File: config.mk
export PLATFORM = sky130hd
export DESIGN_NAME = slice_alu
export DESIGN_NICKNAME = d
export VERILOG_FILES = /design/src/rtl/slice_alu_pkg.sv /design/src/rtl/slice_alu_decode.sv /design/src/rtl/slice_alu_bit.sv /design/src/rtl/slice_alu.sv
export SDC_FILE = /design/constraint.sdc
export NUM_CORES = 1
export LEC_CHECK = 0
export BUFFER_PORTS_ARGS = -buffer_cell sky130_fd_sc_hd__buf_4
export CAP_MARGIN = 20
export CELL_PAD_IN_SITES_DETAIL_PLACEMENT = 0
export CELL_PAD_IN_SITES_GLOBAL_PLACEMENT = 1
export CORE_ASPECT_RATIO = 1.75
export CORE_MARGIN = 4
export CORE_UTILIZATION = 37
export DETAILED_ROUTE_END_ITERATION = 7
export GPL_TIMING_DRIVEN = 1
export PLACE_DENSITY_LB_ADDON = 0.1
export SLEW_MARGIN = 20
export SYNTH_ARGS = -nofsm -noshare
export SYNTH_HDL_FRONTEND = slang
export SYNTH_SLANG_ARGS = --single-unit
File: constraint.sdc
create_clock -name vclk -period 43.6
set_clock_uncertainty 0.05 [all_clocks]
set_input_delay 4.36 -clock vclk [all_inputs]
set_output_delay 4.36 -clock vclk [all_outputs]
set_load 0.02 [all_outputs]
File: src/rtl/slice_alu_pkg.sv
package slice_alu_pkg;

    typedef enum logic [1:0] {
        SEL_AND  = 2'b00,
        SEL_OR   = 2'b01,
        SEL_SUM  = 2'b10,
        SEL_LESS = 2'b11
    } slice_sel_e;

    localparam logic [2:0] CODE_AND = 3'b000;
    localparam logic [2:0] CODE_OR  = 3'b001;
    localparam logic [2:0] CODE_ADD = 3'b010;
    localparam logic [2:0] CODE_SUB = 3'b110;
    localparam logic [2:0] CODE_SLT = 3'b111;

    typedef struct packed {
        logic       valid;
        logic       invert_b;
        slice_sel_e sel;
    } alu_ctl_t;

endpackage

File: src/rtl/slice_alu_decode.sv
module slice_alu_decode
    import slice_alu_pkg::*;
(
    input  logic [2:0] ctrl,
    output alu_ctl_t   ctl
);
    alu_ctl_t ctl_d;

    always_comb begin
        ctl_d.invert_b = ctrl[2];
        ctl_d.sel      = slice_sel_e'(ctrl[1:0]);
        case (ctrl)
            CODE_AND, CODE_OR, CODE_ADD, CODE_SUB, CODE_SLT: ctl_d.valid = 1'b1;
            default:                                         ctl_d.valid = 1'b0;
        endcase
    end

    assign ctl = ctl_d;
endmodule

File: src/rtl/slice_alu_bit.sv
module slice_alu_bit
    import slice_alu_pkg::*;
(
    input  logic       a,
    input  logic       b,
    input  logic       invert_b,
    input  logic       carry_in,
    input  logic       less,
    input  slice_sel_e sel,
    output logic       res,
    output logic       sum,
    output logic       carry_out
);
    logic b_eff;

    always_comb begin
        b_eff     = b ^ invert_b;
        sum       = a ^ b_eff ^ carry_in;
        carry_out = (a & b_eff) | (a & carry_in) | (b_eff & carry_in);
        case (sel)
            SEL_AND: res = a & b;
            SEL_OR:  res = a | b;
            SEL_SUM: res = sum;
            default: res = less;
        endcase
    end
endmodule

File: src/rtl/slice_alu.sv
module slice_alu
    import slice_alu_pkg::*;
#(
    parameter int WIDTH = 32
) (
    input  logic [WIDTH-1:0] opnd_a,
    input  logic [WIDTH-1:0] opnd_b,
    input  logic [2:0]       ctrl,
    output logic [WIDTH-1:0] result,
    output logic             zero,
    output logic             overflow,
    output logic             carry_out
);
    localparam int MSB = WIDTH - 1;

    typedef struct packed {
        logic [WIDTH-1:0] result;
        logic             zero;
        logic             overflow;
        logic             carry;
    } alu_out_t;

    alu_ctl_t         ctl;
    logic [WIDTH:0]   carry_chain;
    logic [WIDTH-1:0] slice_res;
    logic [WIDTH-1:0] slice_sum;
    logic [WIDTH-1:0] less_v;
    alu_out_t         out_d;

    slice_alu_decode u_decode (
        .ctrl (ctrl),
        .ctl  (ctl)
    );

    assign carry_chain[0] = ctl.invert_b;
    assign less_v         = {{(WIDTH-1){1'b0}}, slice_sum[MSB]};

    for (genvar i = 0; i < WIDTH; i++) begin : g_slice
        slice_alu_bit u_bit (
            .a         (opnd_a[i]),
            .b         (opnd_b[i]),
            .invert_b  (ctl.invert_b),
            .carry_in  (carry_chain[i]),
            .less      (less_v[i]),
            .sel       (ctl.sel),
            .res       (slice_res[i]),
            .sum       (slice_sum[i]),
            .carry_out (carry_chain[i+1])
        );
    end

    always_comb begin
        logic arith;
        arith          = ctl.valid && (ctl.sel == SEL_SUM || ctl.sel == SEL_LESS);
        out_d.result   = ctl.valid ? slice_res : '0;
        out_d.zero     = (out_d.result == '0);
        out_d.overflow = arith & (carry_chain[WIDTH] ^ carry_chain[MSB]);
        out_d.carry    = arith & carry_chain[WIDTH];
    end

    assign result    = out_d.result;
    assign zero      = out_d.zero;
    assign overflow  = out_d.overflow;
    assign carry_out = out_d.carry;

    always_comb begin
        if (ctrl == CODE_ADD)
            AST_ADD_CHAIN: assert ({carry_out, result} == ({1'b0, opnd_a} + {1'b0, opnd_b}));
        if (ctrl == CODE_SUB)
            AST_SUB_DIFF: assert (result == opnd_a - opnd_b);
        if (ctrl == CODE_SLT)
            AST_SLT_UPPER: assert (result[MSB:1] == '0);
        if (ctrl == CODE_AND || ctrl == CODE_OR)
            AST_LOGIC_FLAGS: assert (!overflow && !carry_out);
        if (ctrl == 3'b011 || ctrl == 3'b100 || ctrl == 3'b101)
            AST_UNUSED_CLEAR: assert (zero && !overflow && !carry_out);
    end
endmodule

==> results summary <==
The run finished with clean final reports. The total of cells resized after clock tree synthesis came out at 0. Setup repair after global routing left no endpoint under its margin. The met2 demand-to-capacity share in global routing came out at 35.4%.

The slowest stage of the critical path belongs to the cell buf_4. The maximum number of pins on one net before global-route repair came out at 38. After legalization and detailed placement, the total HPWL measured around 4400 µm. The global-route wire length before repair is approximately 8500 µm.

The launch point of the critical path is ctrl[2]. The sequential cell area came out at 0 µm². The fraction of synthesized cell area in xor and xnor cells came out at between 10% and 20%. The layout overhead on the synthesized area came out at 42.5%. The post-CTS setup-driven buffer insertion count came out at 0. Counting instances in the post-synthesis netlist gives the leading cell types as fa_1 (31), xor2_1 (29), maj3_1 (25), a22o_1 (24), inv_1 (15). The sequential cell count of the final layout came out at 0. The overall via count from detail_route came out at between 1500 and 2000. STA classifies the critical path endpoint as an output pin. After layout, the minimum clock period comes to 22700 ps.

The analysis attributes to cell leakage a power of 1.20 nW. The violation count after the first detailed-route iteration is 37. STA classifies the critical path startpoint as an input port. The total count of hold-check failures in the final report came out at 0.

The area share of fa/ha/maj cells after synthesis is 51.9%. The pre-antenna-repair detailed-routing pass consisted of 2 iterations. The number of top-level design ports is 102. The die height came out at 100 µm. The endpoint of the most critical setup path is zero.

The region available for standard cell placement spans 4710 µm². The post-route cell area came out at about 2600 µm². The share of the clock period used by the worst path is 52.1%. The share of the Yosys chip area taken by registers is 0%.

The number of nets still failing antenna checks after routing came out at 0. The simple-gate share of the synthesized area is 7.13%. The layer carrying the most global-route usage is met2. The number of inserted diodes came out at 0. The total global routing overflow came out at 0.

After detailed routing, the total wire length is 5200 µm. The post-detailed-route via-to-cell ratio is 5.35. The type of the worst setup path is input port to output pin. Yosys instantiated no cell more often than fa_1. The path class of the tightest hold or removal check is input port to output pin. Summing the areas of all compound-gate instances in the mapped netlist gives 16.7% of the synthesized area. The number of max-cap violations came out at 0.

The mapped cell area came out at 1810 µm². The count of final max-slew check failures is 0. The routed wire length per instance came out at 16.1 µm. The post-layout net count is 371. The synthesized area per cell is between 9 and 10 µm². The count of cell types in the netlist is 30. For this run, the total global-route usage over all layers was measured as approximately 17%. After synthesis, the cell types taking the most area are fa_1 (34%), xor2_1 (14%), maj3_1 (14%), a22o_1 (12%), maj3_2 (3.7%). The fraction of layout instances using a drive strength above 1 came out at around 42%. The die outline area is 6110 µm².

The setup TNS came out at 0 ps. After synthesis, the largest family of logic cells by area is adder cells. The synthesized design devotes to its leading area cell type 34.3% of total area. The most area-hungry cell type in the Yosys netlist is fa_1. The multiplexer area fraction after synthesis is 0.554%.

The met1 layer usage reported by global route came out at 19.6%. The power density over cell area came out at 17.0 nW/µm². The number of buffers added to fix hold violations after cts is 0. The worst slew margin relative to its limit came out at 61.6%.

Data on the critical path is required at its endpoint by 39190 ps. The initial antenna violation count is 0. The congestion estimate from routability-driven global placement came to roughly 0.77. Measured along the x axis, the die boundary spans 60.8 µm. The arrival time of data at the critical path endpoint came out at 18290 ps.

The number of rows in the core area is 33. The synthesis warning total came out at 0. The number of fillers in the final layout came out at about 470.

In this design, the critical path's most frequently occurring cell is fa_1. The number of nets in the synthesized netlist is approximately 280. Of all nets on the critical path, the largest fanout is 36. The count of port buffers added during placement is 102. The number of global-route vias before repair is 1865.

The starting density of the core is 38.4%. The maximum clock frequency came out at around 0.044 GHz. The clock buffer count in the final layout came out at 0. The highest cell delay on the worst timing path came out at 450 ps.

The met3 routing resource usage after global routing is 2.06%. The count of final setup violators came out at 0. The cell count after synthesis is 181. At the pin with the least slew margin, the transition time is 576 ps. The count of unresolved DRC violations after routing is 0. Once placement finished, the instance area stood at 2570 µm². The maximum vdd ir drop is approximately 8.8 µV.
## worst max-delay path: cells and delay by family
family / cells / cell delay, ps
compound gates: 1 / 220
xor+xnor: 1 / 210
fa+ha+maj: 31 / 11970
buf+inv: 5 / 820
simple gates: 3 / 640
## cells by family (layout without fill, tap and decap cells)
logic type               count (synthesis)  in the layout
multiplexers                             1              1
XOR/XNOR                                33             33
adder cells (fa/ha/maj)                 62             62
AND/OR/NAND/NOR                         19             19
buffers and inverters                   29            119
AO/OA/AOI/OAI                           37             37
## power by group
group	switching, mW	internal (mW)
clock	0	0
sequential	0	0
combinational	0.0223	0.0213
## metrics by stage
stage	std cells	hold slack, ps	utilization [%]	worst slack (ps)	power [mW]
3_3_place_gp	323	9080	54.7	20880	0.0440
4_1_cts	323	9080	54.7	20760	0.0447
5_1_grt	323	9120	54.7	20250	0.0489
6_report	323	9090	54.7	20900	0.0437
3_5_place_dp	323	9080	54.7	20800	0.0447
2_1_floorplan	181	8850	-	21460	0.0271
## layer usage
metal / part of all wire, % / vias to the layer above
met3: 7.5 / 0
met2: 59 / 56
met4: 0 / 0
met5: 0 / -
li1: - / 817
met1: 34 / 854
## cell type report
cell class / instances / area, µm² / area share (%)
Tap cell: 52 / 65.1 / 2.53
Timing Repair Buffer: 104 / 781 / 30.3
Inverter: 15 / 56.3 / 2.19
Multi-Input combinational cell: 152 / 1670 / 65.0
## layout by cell type, fill, tap and decap left out
cell type	netlist	routed
nand2_1	3	3
o211ai_1	1	1
maj3_2	6	6
nand2b_1	1	1
xor2_1	29	29
nor4_2	2	2
nor3_1	1	1
nand4_1	1	1
and4_1	1	1
fa_1	31	31
nor2_2	0	1
a2bb2oi_1	3	3
a22o_1	24	24
nor2b_2	0	1
nor4_1	3	3
a22oi_1	4	4
xnor2_1	4	4
a21o_1	1	1
nand3_1	1	1
nor4b_2	1	1
o21ai_0	4	4
and4b_1	1	1
maj3_1	25	25
inv_1	15	15
mux2i_1	1	1
buf_4	1	104
nor2_1	3	2
## worst min-delay path by stage
stage,startpoint,end,cells past startpoint
2_1_floorplan,ctrl[1],carry_out,2
3_3_place_gp,ctrl[1],result[0],3
3_5_place_dp,ctrl[1],result[0],3
4_1_cts,ctrl[1],result[0],3
5_1_grt,ctrl[1],result[0],3
6_report,ctrl[1],result[0],3
Note: power is estimated with default switching activity, not from simulation.
